$ cat config.mk
export PLATFORM = sky130hd
export DESIGN_NAME = wp_fastpath
export DESIGN_NICKNAME = d
export VERILOG_FILES = /design/src/rtl/wp_pkg.sv /design/src/rtl/wp_tag_store.sv /design/src/rtl/wp_ctx_track.sv /design/src/rtl/wp_way_select.sv /design/src/rtl/wp_fastpath.sv
export SDC_FILE = /design/constraint.sdc
export NUM_CORES = 1
export LEC_CHECK = 0
export BUFFER_PORTS_ARGS = -buffer_cell sky130_fd_sc_hd__buf_4
export CORE_ASPECT_RATIO = 1.4
export CORE_UTILIZATION = 55
export CTS_CLUSTER_DIAMETER = 60
export DETAILED_ROUTE_END_ITERATION = 7
export PLACE_DENSITY = 0.71
export SYNTH_ARGS = -nofsm -noshare
export SYNTH_HDL_FRONTEND = slang
export SYNTH_SLANG_ARGS = --single-unit
export TNS_END_PERCENT = 20
$ cat constraint.sdc
create_clock -name clk -period 4.47 [get_ports clk]
set_input_delay 0.6705 -clock clk [delete_from_list [all_inputs] [get_ports clk]]
set_output_delay 0.6705 -clock clk [all_outputs]
set_load 0.05 [all_outputs]
$ cat src/rtl/wp_pkg.sv
`timescale 1ns/1ps
package wp_pkg;
    typedef enum logic {
        WP_ADAPTIVE = 1'b0,
        WP_SHARED   = 1'b1
    } wp_mode_e;

    localparam int WP_NUM_THREADS = 2;
    localparam int WP_TID_W       = $clog2(WP_NUM_THREADS);

    typedef logic [WP_TID_W-1:0] wp_tid_t;
endpackage

$ cat src/rtl/wp_tag_store.sv
`timescale 1ns/1ps
module wp_tag_store
    import wp_pkg::*;
#(
    parameter int WAYS   = 4,
    parameter int SETS   = 32,
    parameter int PTAG_W = 5
) (
    input  logic                            clk,
    input  logic                            rst_n,
    input  logic                            wr_en,
    input  logic [$clog2(SETS)-1:0]         wr_set,
    input  logic [$clog2(WAYS)-1:0]         wr_way,
    input  logic [PTAG_W-1:0]               wr_ptag,
    input  wp_tid_t                         wr_tid,
    input  logic [$clog2(SETS)-1:0]         rd_set,
    output logic [WAYS-1:0]                 rd_valid,
    output wp_tid_t [WAYS-1:0]              rd_tid,
    output logic [WAYS-1:0][PTAG_W-1:0]     rd_ptag
);
    typedef struct packed {
        logic                valid;
        wp_tid_t             tid;
        logic [PTAG_W-1:0]   ptag;
    } entry_t;

    typedef struct packed {
        entry_t [SETS-1:0][WAYS-1:0] mem;
    } state_t;

    state_t st_d, st_q;

    always_comb begin
        st_d = st_q;
        if (wr_en) begin
            st_d.mem[wr_set][wr_way].valid = 1'b1;
            st_d.mem[wr_set][wr_way].tid   = wr_tid;
            st_d.mem[wr_set][wr_way].ptag  = wr_ptag;
        end
    end

    always_ff @(posedge clk or negedge rst_n) begin
        if (!rst_n) st_q <= '0;
        else        st_q <= st_d;
    end

    for (genvar w = 0; w < WAYS; w++) begin : g_rd
        assign rd_valid[w] = st_q.mem[rd_set][w].valid;
        assign rd_tid[w]   = st_q.mem[rd_set][w].tid;
        assign rd_ptag[w]  = st_q.mem[rd_set][w].ptag;
    end
endmodule

$ cat src/rtl/wp_ctx_track.sv
`timescale 1ns/1ps
module wp_ctx_track
    import wp_pkg::*;
#(
    parameter int BASE_W  = 20,
    parameter int PMODE_W = 2
) (
    input  logic               clk,
    input  logic               rst_n,
    input  logic               cfg_wr_i,
    input  wp_mode_e           cfg_mode_i,
    input  logic               upd_i,
    input  wp_tid_t            upd_tid_i,
    input  logic [BASE_W-1:0]  upd_base_i,
    input  logic [PMODE_W-1:0] upd_pmode_i,
    output wp_mode_e           mode_o,
    output logic               same_o
);
    typedef struct packed {
        wp_mode_e                                mode;
        logic [WP_NUM_THREADS-1:0][BASE_W-1:0]   base;
        logic [WP_NUM_THREADS-1:0][PMODE_W-1:0]  pmode;
        logic                                    same;
    } state_t;

    state_t st_d, st_q;

    always_comb begin
        st_d = st_q;
        if (cfg_wr_i) begin
            st_d.mode = cfg_mode_i;
        end
        if (upd_i) begin
            st_d.base[upd_tid_i]  = upd_base_i;
            st_d.pmode[upd_tid_i] = upd_pmode_i;
            st_d.same = (st_d.base[0] == st_d.base[1]) &&
                        (st_d.pmode[0] == st_d.pmode[1]);
        end
    end

    always_ff @(posedge clk or negedge rst_n) begin
        if (!rst_n) begin
            st_q.mode  <= WP_ADAPTIVE;
            st_q.base  <= '0;
            st_q.pmode <= '0;
            st_q.same  <= 1'b1;
        end else begin
            st_q <= st_d;
        end
    end

    assign mode_o = st_q.mode;
    assign same_o = st_q.same;
endmodule

$ cat src/rtl/wp_way_select.sv
`timescale 1ns/1ps
module wp_way_select
    import wp_pkg::*;
#(
    parameter int WAYS   = 4,
    parameter int PTAG_W = 5
) (
    input  logic [WAYS-1:0]             ent_valid,
    input  wp_tid_t [WAYS-1:0]          ent_tid,
    input  logic [WAYS-1:0][PTAG_W-1:0] ent_ptag,
    input  logic                        req_valid,
    input  wp_tid_t                     req_tid,
    input  logic [PTAG_W-1:0]           req_ptag,
    input  logic                        ignore_tid,
    output logic                        hit_o,
    output logic [$clog2(WAYS)-1:0]     way_o
);
    localparam int WAY_W = $clog2(WAYS);

    logic [WAYS-1:0] match;

    for (genvar w = 0; w < WAYS; w++) begin : g_cmp
        logic tag_eq;
        logic tid_ok;
        assign tag_eq   = ent_valid[w] && (ent_ptag[w] == req_ptag);
        assign tid_ok   = ignore_tid || (ent_tid[w] == req_tid);
        assign match[w] = req_valid && tag_eq && tid_ok;
    end

    always_comb begin
        way_o = '0;
        for (int w = WAYS - 1; w >= 0; w--) begin
            if (match[w]) way_o = WAY_W'(w);
        end
    end

    assign hit_o = |match;
endmodule

$ cat src/rtl/wp_fastpath.sv
`timescale 1ns/1ps
module wp_fastpath
    import wp_pkg::*;
#(
    parameter int ADDR_W   = 32,
    parameter int WAYS     = 4,
    parameter int SETS     = 32,
    parameter int IDX_LSB  = 6,
    parameter int PTAG_LSB = 11,
    parameter int PTAG_W   = 5,
    parameter int BASE_W   = 20,
    parameter int PMODE_W  = 2
) (
    input  logic                     clk,
    input  logic                     rst_n,
    input  logic                     cfg_wr_i,
    input  logic                     cfg_shared_i,
    input  logic                     lk_valid_i,
    input  logic [ADDR_W-1:0]        lk_addr_i,
    input  logic                     lk_tid_i,
    input  logic                     fill_valid_i,
    input  logic [ADDR_W-1:0]        fill_addr_i,
    input  logic [$clog2(WAYS)-1:0]  fill_way_i,
    input  logic                     fill_tid_i,
    input  logic                     ctx_wr_i,
    input  logic                     ctx_tid_i,
    input  logic [BASE_W-1:0]        ctx_base_i,
    input  logic [PMODE_W-1:0]       ctx_pmode_i,
    output logic                     pred_hit_o,
    output logic [$clog2(WAYS)-1:0]  pred_way_o,
    output logic                     ctx_same_o
);
    localparam int IDX_W    = $clog2(SETS);
    localparam int PTAG_MSB = PTAG_LSB + PTAG_W - 1;
    localparam int IDX_MSB  = IDX_LSB + IDX_W - 1;

    logic [IDX_W-1:0]            lk_set, fill_set;
    logic [PTAG_W-1:0]           lk_ptag, fill_ptag;
    logic [WAYS-1:0]             rd_valid;
    wp_tid_t [WAYS-1:0]          rd_tid;
    logic [WAYS-1:0][PTAG_W-1:0] rd_ptag;
    wp_mode_e                    mode;
    logic                        same;
    logic                        ignore_tid;
    logic                        unused_addr_bits;

    assign lk_set    = lk_addr_i[IDX_MSB:IDX_LSB];
    assign lk_ptag   = lk_addr_i[PTAG_MSB:PTAG_LSB];
    assign fill_set  = fill_addr_i[IDX_MSB:IDX_LSB];
    assign fill_ptag = fill_addr_i[PTAG_MSB:PTAG_LSB];

    assign unused_addr_bits = ^{lk_addr_i[ADDR_W-1:PTAG_MSB+1], lk_addr_i[IDX_LSB-1:0],
                                fill_addr_i[ADDR_W-1:PTAG_MSB+1], fill_addr_i[IDX_LSB-1:0]};

    wp_tag_store #(
        .WAYS   (WAYS),
        .SETS   (SETS),
        .PTAG_W (PTAG_W)
    ) u_store (
        .clk      (clk),
        .rst_n    (rst_n),
        .wr_en    (fill_valid_i),
        .wr_set   (fill_set),
        .wr_way   (fill_way_i),
        .wr_ptag  (fill_ptag),
        .wr_tid   (wp_tid_t'(fill_tid_i)),
        .rd_set   (lk_set),
        .rd_valid (rd_valid),
        .rd_tid   (rd_tid),
        .rd_ptag  (rd_ptag)
    );

    wp_ctx_track #(
        .BASE_W  (BASE_W),
        .PMODE_W (PMODE_W)
    ) u_ctx (
        .clk         (clk),
        .rst_n       (rst_n),
        .cfg_wr_i    (cfg_wr_i),
        .cfg_mode_i  (wp_mode_e'(cfg_shared_i)),
        .upd_i       (ctx_wr_i),
        .upd_tid_i   (wp_tid_t'(ctx_tid_i)),
        .upd_base_i  (ctx_base_i),
        .upd_pmode_i (ctx_pmode_i),
        .mode_o      (mode),
        .same_o      (same)
    );

    assign ignore_tid = (mode == WP_ADAPTIVE) && same;

    wp_way_select #(
        .WAYS   (WAYS),
        .PTAG_W (PTAG_W)
    ) u_sel (
        .ent_valid  (rd_valid),
        .ent_tid    (rd_tid),
        .ent_ptag   (rd_ptag),
        .req_valid  (lk_valid_i),
        .req_tid    (wp_tid_t'(lk_tid_i)),
        .req_ptag   (lk_ptag),
        .ignore_tid (ignore_tid),
        .hit_o      (pred_hit_o),
        .way_o      (pred_way_o)
    );

    assign ctx_same_o = same;
endmodule

======== Yosys cells after proc, flatten, opt, wreduce, memory -nomap -nowiden ========
Index checks and enable logic that the tools add are counted.
word-level totals
  input bits .............................. 98
  register bits after elaboration ......... 942
  output and inout port bits .............. 4
  word-level logic and storage cells ...... 457
  latch bits .............................. 0
  bits in read-only memories .............. 0
  memories ................................ 0
  RAM bits ................................ 0
cells by class
  muxes and demuxes ....................... 27
  div/mod/pow operators ................... 0
  equality and inequality tests ........... 10
  reduce and logical (&&, ||, !) cells .... 22
  bitwise logic cells ..................... 1
  $lt $le $gt $ge ......................... 7
  $mul .................................... 0
  shift-type cells ........................ 0
  add/sub/neg operators ................... 0
operators by type and width
  operator            count
  $bwmux 896          3
  $demux 28 s5        3
  $bmux 28 s5         1
  $mux 28             4
  $demux 7 s2         3
  $bwmux 40           1
  $demux 20 s1        1
  $eq 20x20->1        1
  $eq 5x5->1          4
  $mux 20             1
  $logic_and 1x1->1   17
  $lt 5x6->1 const B  2
  $mux 2              5
  $mux 7              1
  $mux 6              1
  $ge 5x1->1 const B  1
  $mux 5              1
  $bwmux 4            1
  $eq 1x1->1          4
  $logic_or 1x1->1    4
  $reduce_or 4->1     1
  $lt 2x3->1 const B  1
  $demux 2 s1         1
  $eq 2x2->1          1
  other kinds (4)     4

======== Logic depth before layout (Yosys ltp) ========
Gate-level depths: netlist of run 1.
  word-level depth ........................ 10
  gate-level depth with buffers ........... 16

======== Cells and area by module ========
From an unflattened synthesis of run 1, not the netlist that was laid out.
unflattened totals
  cell total of the unflattened synthesis .. 3340
  area total of the unflattened synthesis .. 43894.6 sq um
modules (own cells, without submodules)
  module         seq. area each (sq um)  times used  cells each  area an instance (sq um)
  wp_tag_store   22421.5                 1           3103        41219.5
  wp_ctx_track   1152.4                  1           188         2233.4
  wp_way_select  0.0                     1           48          427.9
  wp_fastpath    0.0                     1           1           13.8

======== Worst setup path before layout of run 1 ========
No wires, ideal clock.
  path kind ............................... input -> output
  start ................................... input port lk_addr_i[7]
  end ..................................... output port pred_way_o[0]
  arrival time ............................ 3.691 ns
  path slack .............................. 0.108 ns
  stages on the path ...................... 15
  path through ............................ buf_6 -> buf_6 -> buf_6 -> buf_6 -> buf_6 -> buf_2 -> mux4_2 -> mux4_2 -> mux2i_1 -> xnor2_1 -> nand2_1 -> o2111ai_1 -> nor2_1 -> a21oi_1 -> nor2_1
between the ends
  cells in the longest elaborated chain, start to end .. 10
  elaborated cells on any way between the ends .. 30
  classes of those cells .................. eq/ne (8); mux (6); reduce/logical (16)
ends and longest elaborated chain
  element                          line                                                        source
  start, declared                  wp_fastpath.sv:19                                           input logic [ADDR_W-1:0] lk_addr_i,
  $bmux 28 s5 *                    wp_tag_store.sv:48, wp_tag_store.sv:49, wp_tag_store.sv:50
  $mux 28 (not written as such) *  wp_tag_store.sv:48                                          assign rd_valid[w] = st_q.mem[rd_set][w].valid;
  $eq 5x5->1                       wp_way_select.sv:25                                         assign tag_eq = ent_valid[w] && (ent_ptag[w] == req_ptag);
  $logic_and 1x1->1                wp_way_select.sv:25
  $logic_and 1x1->1 (2 in a row)   wp_way_select.sv:27                                         assign match[w] = req_valid && tag_eq && tid_ok;
  $mux 2 (3 in a row)              wp_way_select.sv:33                                         if (match[w]) way_o = WAY_W'(w);
  $mux 2 *                         wp_way_select.sv:33
  end, declared                    wp_fastpath.sv:30                                           output logic [$clog2(WAYS)-1:0] pred_way_o,
Mark *: on every way between the ends. The rest lies on a longest branch, timed or not. The select of a mux whose other input is x is not followed.

======== Worst setup path in the final report of run 1 ========
  start ................................... register u_store.st_q[407] (netlist name)
  end ..................................... output port pred_way_o[1]
between the ends
  cells in the longest elaborated chain, start to end .. 9
ends and longest elaborated chain
  element                         line                 source
  start, declared                 wp_tag_store.sv:31   state_t st_d, st_q;
  start signal, assigned          wp_tag_store.sv:44   else st_q <= st_d;
  $bmux 28 s5                     wp_tag_store.sv:50   assign rd_ptag[w] = st_q.mem[rd_set][w].ptag;
  $mux 28                         -
  $eq 5x5->1                      wp_way_select.sv:25
  $logic_and 1x1->1               wp_way_select.sv:25
  $logic_and 1x1->1 (2 in a row)  wp_way_select.sv:27
  $mux 2 (3 in a row)             wp_way_select.sv:33
No other way between the ends. The select of a mux whose other input is x is not followed.

==> impl_metrics.toml, run 1 <==
[yosys]
synth_seq_cells = 942
syn_nets = 2968
async_flop_share = 1.000
yosysUniqueCellTypes = 64
netlist_top_cells_area = "dfrtp_1 55%, mux2_2 21%, mux4_2 11%, mux2i_1 2.8%, clkbuf_1 1.2%"
syn_area_um2 = 42970
synth-seq-area-share = 0.5486
synth_edf_count = 0
postSynthCellCount = 2870
ys.flop_type = "dfrtp_1"
synth_top_area_share = 0.5480
post-synth-top-area-cell = "dfrtp_1"
syn_area_per_cell_um2 = 14.97
synth_warnings = 0

[setup_path]
critPathSlowestCell = "mux4_2"
crit_arrival_ps = 3790
cp-end-kind = "primary output"
r2r_cells = 6
start_kind = "flop"
crit_family = "simple AND/OR/NAND/NOR gates"
cp-startpoint = "u_store.st_q[407]"
r2r_end = "u_ctx.same_o"
critPathBufInv = 1
critPathRequiredTime_ps = 3800
path_class = "reg2out"
crit_chain = "mux4_2, mux2_2, a21oi_1, a31oi_1, or4_1, or4_4, nor2b_4, nor3_4, buf_6"
cp_slowest_stage_delay_ps = 510
r2r_slack_ps = 2910
timing.rr.start = "u_ctx.st_q[19]"
crit_fanout = 2

[pwr]
clkPwrFrac = 0.402
p_per_area_nw_per_um2 = 415.4
pwr-share-comb = 0.113
p_leak_nw = 23.05
internal_power_mw = 15.21
pwr-share-seq = 0.485
swShare = 0.2408
ir_worst_vdd_uv = 337.4
switchingPower_mw = 4.825

[sta]
fin_ws_ps = 10.12
finalCriticalPeriod_ps = 4460
hold_viol_final = 0
worst_clock_skew_ps = 7.648
relSlewSlack = 0.1672
clock.fmax_ghz = 0.2242
grt_setup_unrepaired = "true"
hold_slack_ps = 71.76
worst-slew-pin-transition_ps = 1245
drv_slew = 0
finalSetupViolCount = 0
finalCritPeriodShare = 0.9977

[die]
fp-row-count = 120
ioPinCount = 102
core_area_um2 = 76870
die_h_um = 332.7
start_util = 0.5590
die_w_um = 238.2
die-area_um2 = 79260

[global_route]
grt_max_degree = 117
gr-total-overflow = 0
grt_pass1_vias = 27467
antenna_found_initial = 1
grt.total_usage = 0.2904
grt_pass1_wl_um = 171400

[clock_tree]
clk_pin_slew_ps = 60
cts_tree = "built"
clock_latency_ps = 670
cts_max_level = 3
clk_path_buf_depth = 3
cts_buffers = 91
cts-root-buf = "clkbuf_16"
clock-sinks = 942

[layout]
n_fill_cell = 5712
areaGrowthSynthToFinish_pct = 12.25
nets = 3032
multi_input_area_um2 = 18490
regArea_um2 = 23570
drive_above_1_share = 0.4791

[routing]
vias_per_cell = 6.254
drc = 0
wl_per_cell_um = 27.52
drt-total-wl_um = 111500
first_iter_violations = 1801
vias = 25329
route.antenna.remaining_nets = 0
first_pass_iters = 6

[place]
hpwl_um = 72600
pre_cts_ws_ps = -153.2
gp_congestion = 0.8690
io_buffers = 57

[run]
cap_viol_max_count = 0

[outcome]
outcome = "complete, no violations"

[worst_hold_path]
hold_class = "in2async"
layout by cell type (no fill, tap or decap), types with 17 or more instances in the layout:
cell       netlist  routed
nand2b_1        63      63
or2_2           78      78
dfrtp_1        941     941
clkinv_2         0      18
mux2i_1        119     117
nor2_1          97      96
xnor2_1         24      24
nand2_1        103     103
mux2_2         810     809
mux4_2         208     208
xor2_1          21      21
clkbuf_16        0      92
buf_12           0      17
a22oi_1         37      37
clkbuf_8         0      24
nand3_1         23      23
buf_4           15     133
logic make-up after synthesis:
kind of cell | after synthesis | share of synthesized area
multiplexers | 1144 | 0.3519
AND/OR/NAND/NOR | 425 | 0.05052
flip-flops | 942 | 0.5486
XOR/XNOR | 45 | 0.009172
buffers and inverters | 210 | 0.02225
AO/OA/AOI/OAI | 104 | 0.01753
power by group through the flow:
| stage | sequential, mW | clock [mW] | combinational [mW] |
|---|---|---|---|
| final | 9.71 | 8.05 | 2.27 |
| after global routing | 9.79 | 8.47 | 2.45 |
| after CTS | 9.70 | 8.17 | 2.28 |
| after detailed placement | 9.85 | 0 | 2.25 |
| after global placement | 9.77 | 0 | 2.16 |
| after floorplan | 9.70 | 0 | 1.56 |
layer usage:
layer	wire length [um]	part of all wire	global-route usage
met3	6300	0.057	0.04415
met2	55780	0.50	0.4811
met1	44220	0.40	0.3763
met5	0	0	0
met4	5171	0.046	0.1378
synthesized netlist by cell type (all sizes together) (4+ instances only):
cell type    n
and3         4
nand3       23
a221oi       6
or2         78
nand4       12
clkbuf     138
buf         62
nor3         8
o211ai       8
xnor2       24
mux2i      119
dfrtp      941
inv         10
mux2       814
nor2b       10
xor2        21
o21ai       15
o22ai        5
mux4       211
nand2      103
a21oi        7
nor2        98
nand2b      63
a22oi       38
nor4         7
nand3b       4
worst max-delay path by stage:
stage	endpoint	slack (ps)	cells past startpoint
after floorplan	pred_way_o[0]	110	15
after global placement	pred_way_o[1]	-180	13
after detailed placement	pred_way_o[1]	-150	12
after CTS	pred_way_o[1]	-10	10
after global routing	pred_way_o[1]	-60	10
final	pred_way_o[1]	10	9
layout make-up:
| type | instances | share of cell area |
|---|---|---|
| flip-flops and latches | 942 | 0.4887 |
| multi-input cells | 1718 | 0.3834 |
| clock buffers | 127 | 0.05543 |
| repair buffers | 171 | 0.03468 |
| well taps | 1037 | 0.02690 |
| clock inverters | 40 | 0.009831 |
| inverters | 10 | 0.0007782 |
| diodes | 5 | 0.0002594 |
timing repair:
item / CTS / global route
pin swaps: 2 / 0
setup buffers: 0 / 8
hold buffers: 0 / 0
resized for setup: 16 / 12
gates cloned: 2 / 0
endpoints found under the setup margin: 3 / 3
registers in the layout, summed over array words and instances, names as in the netlist:
signal,cells
u_ctx.mode_o,1
u_ctx.same_o,1
u_ctx.st_q,44
u_store.st_q,896
metrics by stage:
stage          power (mW)  utilization  area [um2]  TNS, ps  instances
6_report            20.04       0.6274       48230        0       4050
5_1_grt             20.71       0.6273       48220   -71.37       4045
4_1_cts             20.14       0.6258       48110   -12.28       4037
3_5_place_dp        12.10       0.5830       44820   -433.1       3868
3_3_place_gp        11.93       0.5830       44820   -443.3       3868
2_1_floorplan       11.25            -       42970        0       2870
Power figures use the tool's default switching activity.
==> run 2: changes to the inputs <==
--- a/config.mk
+++ b/config.mk
@@ -10,8 +10,10 @@
 export CORE_UTILIZATION = 55
 export CTS_CLUSTER_DIAMETER = 60
 export DETAILED_ROUTE_END_ITERATION = 7
+export GPL_TIMING_DRIVEN = 0
 export PLACE_DENSITY = 0.71
 export SYNTH_ARGS = -nofsm -noshare
 export SYNTH_HDL_FRONTEND = slang
+export SYNTH_HIERARCHICAL = 1
 export SYNTH_SLANG_ARGS = --single-unit
 export TNS_END_PERCENT = 20
==> run 2 against run 1 <==
The flow now finishes with violations (hold timing, setup timing); largest power group unchanged; first-iteration DRC count is 56% higher; critical path type is now in2out; clock skew is 1.9 ps higher; final cell count is 14% higher; utilization is 0.24 points lower; sequential share of layout area is 1.2 points lower; via count is 15% higher; synthesized cell count is 16% higher.
==> impl_metrics.toml, run 2 <==
[outcome]
outcome = "complete, but fails checks"
violations = "hold timing, setup timing"

[clock_tree]
clk_path_buf_depth = 3
cts_tree = "built"
cts_max_level = 3
cts-root-buf = "clkbuf_16"
clock_latency_ps = 670
clock-sinks = 942
clk_pin_slew_ps = 60
cts_setup_buffers = 0
hold_buffers = 0
cts_buffers = 91

[layout]
largest_reg_flops = 896
multi_input_area_um2 = 19590
final_cell_mix = "941 x dfrtp_1, 775 x mux2_2, 441 x mux2i_1"
nets = 3582
final_common_cell = "dfrtp_1"
regMostFlops = "u_store/st_q"
drive_above_1_share = 0.3768
areaGrowthSynthToFinish_pct = 12.60
regArea_um2 = 23570
reg_top3 = "u_store/st_q (896), u_ctx/st_q (44)"
n_fill_cell = 6264

[setup_path]
timing.rr.start = "u_ctx/st_q[7]"
r2r_end = "u_ctx/same_o"
r2r_cells = 5
crit_arrival_ps = 3800
critPathRequiredTime_ps = 3800
path_class = "in2out"
cp-endpoint = "pred_hit_o"
cp-startpoint = "lk_addr_i[7]"
cp-end-kind = "primary output"
crit_fanout = 10
start_kind = "primary input"
r2r_slack_ps = 2690

[die]
die_h_um = 336.3
ioPinCount = 102
fp-row-count = 122
core_area_um2 = 79070
die_w_um = 240.8
die-area_um2 = 80960
start_util = 0.5551

[pwr]
ir_worst_vdd_uv = 377.9
p_leak_nw = 24.40
p_per_area_nw_per_um2 = 411.9
finalPower_mw = 20.36

[yosys]
async_flop_share = 1.000
ys.flop_type = "dfrtp_1"
syn_area_um2 = 43890
netlist_top_cells_area = "dfrtp_1 54%, mux2_2 20%, mux2i_1 10%, a22oi_1 1.4%, nand2_1 1.3%"
post-synth-top-area-cell = "dfrtp_1"
syn_area_per_cell_um2 = 13.14
synth_top_area_share = 0.5365
synth-seq-area-share = 0.5371
syn_nets = 3438
synth_seq_cells = 942
synth_most_common_cell = "dfrtp_1"
yosysUniqueCellTypes = 61
synth_edf_count = 0
synthTopCellsByCount = "941 x dfrtp_1, 775 x mux2_2, 452 x mux2i_1, 152 x nand2_1, 143 x clkbuf_1"
postSynthCellCount = 3340
synth_warnings = 6

[routing]
first_iter_violations = 2810
drc = 0
vias_per_cell = 6.318
first_pass_iters = 5
wl_per_cell_um = 31.67
route.antenna.remaining_nets = 0
drt-total-wl_um = 145800
vias = 29089

[sta]
final.setup.tns_ps = -3.916
fin_ws_ps = -3.916
clock.fmax_ghz = 0.2235
drv_slew = 0
hold_slack_ps = -36.32
grt_setup_unrepaired = "true"
hold_viol_final = 6
relSlewSlack = 0.1573
worst_clock_skew_ps = 9.544
finalCriticalPeriod_ps = 4474
finalSetupViolCount = 1
finalCritPeriodShare = 1.001
worst-slew-pin-transition_ps = 1264

[global_route]
grt_pass1_wl_um = 208900
grt_pass1_vias = 30106
gr-total-overflow = 0
grt.total_usage = 0.3660
grt_max_degree = 132
antenna_found_initial = 14

[worst_hold_path]
hold_class = "in2async"

[place]
gp_congestion = 1.014
io_buffers = 44
hpwl_um = 105400

[run]
cap_viol_max_count = 0
==> run 2: cell types whose count changed in the layout (fill, tap and decap cells not counted), sizes merged, moves of 53 or more <==
cell    before  now
a21oi        7   85
a22o         3   56
clkbuf     127  287
mux2i      119  452
mux4       211    0
nand2      103  168
nand3       23   95
==> run 2: where the power goes <==
part / internal (mW) / total [mW] / switching (mW)
sequential: 9.31 / 9.73 / 0.426
combinational: 1.11 / 2.65 / 1.54
clock: 4.66 / 7.97 / 3.31
total: 15.1 / 20.4 / 5.28
==> run 2: layer usage <==
metal  global-route usage  part of all wire
met1               0.4431              0.38
met2               0.5723              0.47
met3              0.08144             0.074
met4               0.2734             0.081
met5                    0           0.00064
==> run 2: repair_timing <==
item | CTS | global route
hold endpoints to repair | 0 | 0
resized for setup | 115 | 76
endpoints found under the setup margin | 3 | 3
gates cloned | 0 | 0
pin swaps | 3 | 0
==> run 2: cells by family after synthesis <==
group	Yosys count	share of synthesized area
DFF	942	0.5371
muxes	1253	0.3101
buffers and inverters	244	0.02440
xor gates and xnor gates	48	0.01052
and+or+nand+nor	565	0.07297
AOI/OAI and AO/OA	288	0.04495
==> run 2: layout make-up <==
| class | count | share of cell area |
|---|---|---|
| Clock buffer | 134 | 0.05428 |
| Multi-Input combinational cell | 2154 | 0.3964 |
| Tap cell | 1054 | 0.02668 |
| Clock inverter | 23 | 0.007645 |
| Antenna cell | 2 | 0.0001013 |
| Buffer | 234 | 0.02638 |
| Inverter | 10 | 0.0007595 |
| Sequential cell | 942 | 0.4770 |
| Timing Repair Buffer | 51 | 0.01073 |
==> run 2: how the worst min path moves through the flow <==
stage                   endpoint               from  cells after the start
2_1_floorplan       u_ctx/mode_o              rst_n                      0
3_5_place_dp   u_store/st_q[272]  u_store/st_q[272]                      1
6_report       u_store/st_q[394]              rst_n                      1
3_3_place_gp    u_store/st_q[34]   u_store/st_q[34]                      1
4_1_cts        u_store/st_q[394]              rst_n                      1
5_1_grt        u_store/st_q[394]              rst_n                      1
==> run 2: worst max-delay path, cell delays in order <==
cell	delay, ps
buf_2	210
buf_2	430
mux2i_1	150
a22o_1	300
nor3_1	620
a31oi_1	330
nand3_1	200
xnor2_1	130
nand4_1	160
nor2_1	250
nor2_1	80
nand2_1	70
buf_4	190
==> run 2: stage by stage <==
step	utilization	area, um2	cells	worst slack (ps)
floorplan	-	43890	3340	308.8
global placement	0.5760	45540	4438	-7691
detailed placement	0.5785	45740	4445	-1032
CTS	0.6216	49150	4602	6.454
global route	0.6250	49420	4602	-25.62
finish	0.6251	49420	4604	-3.916
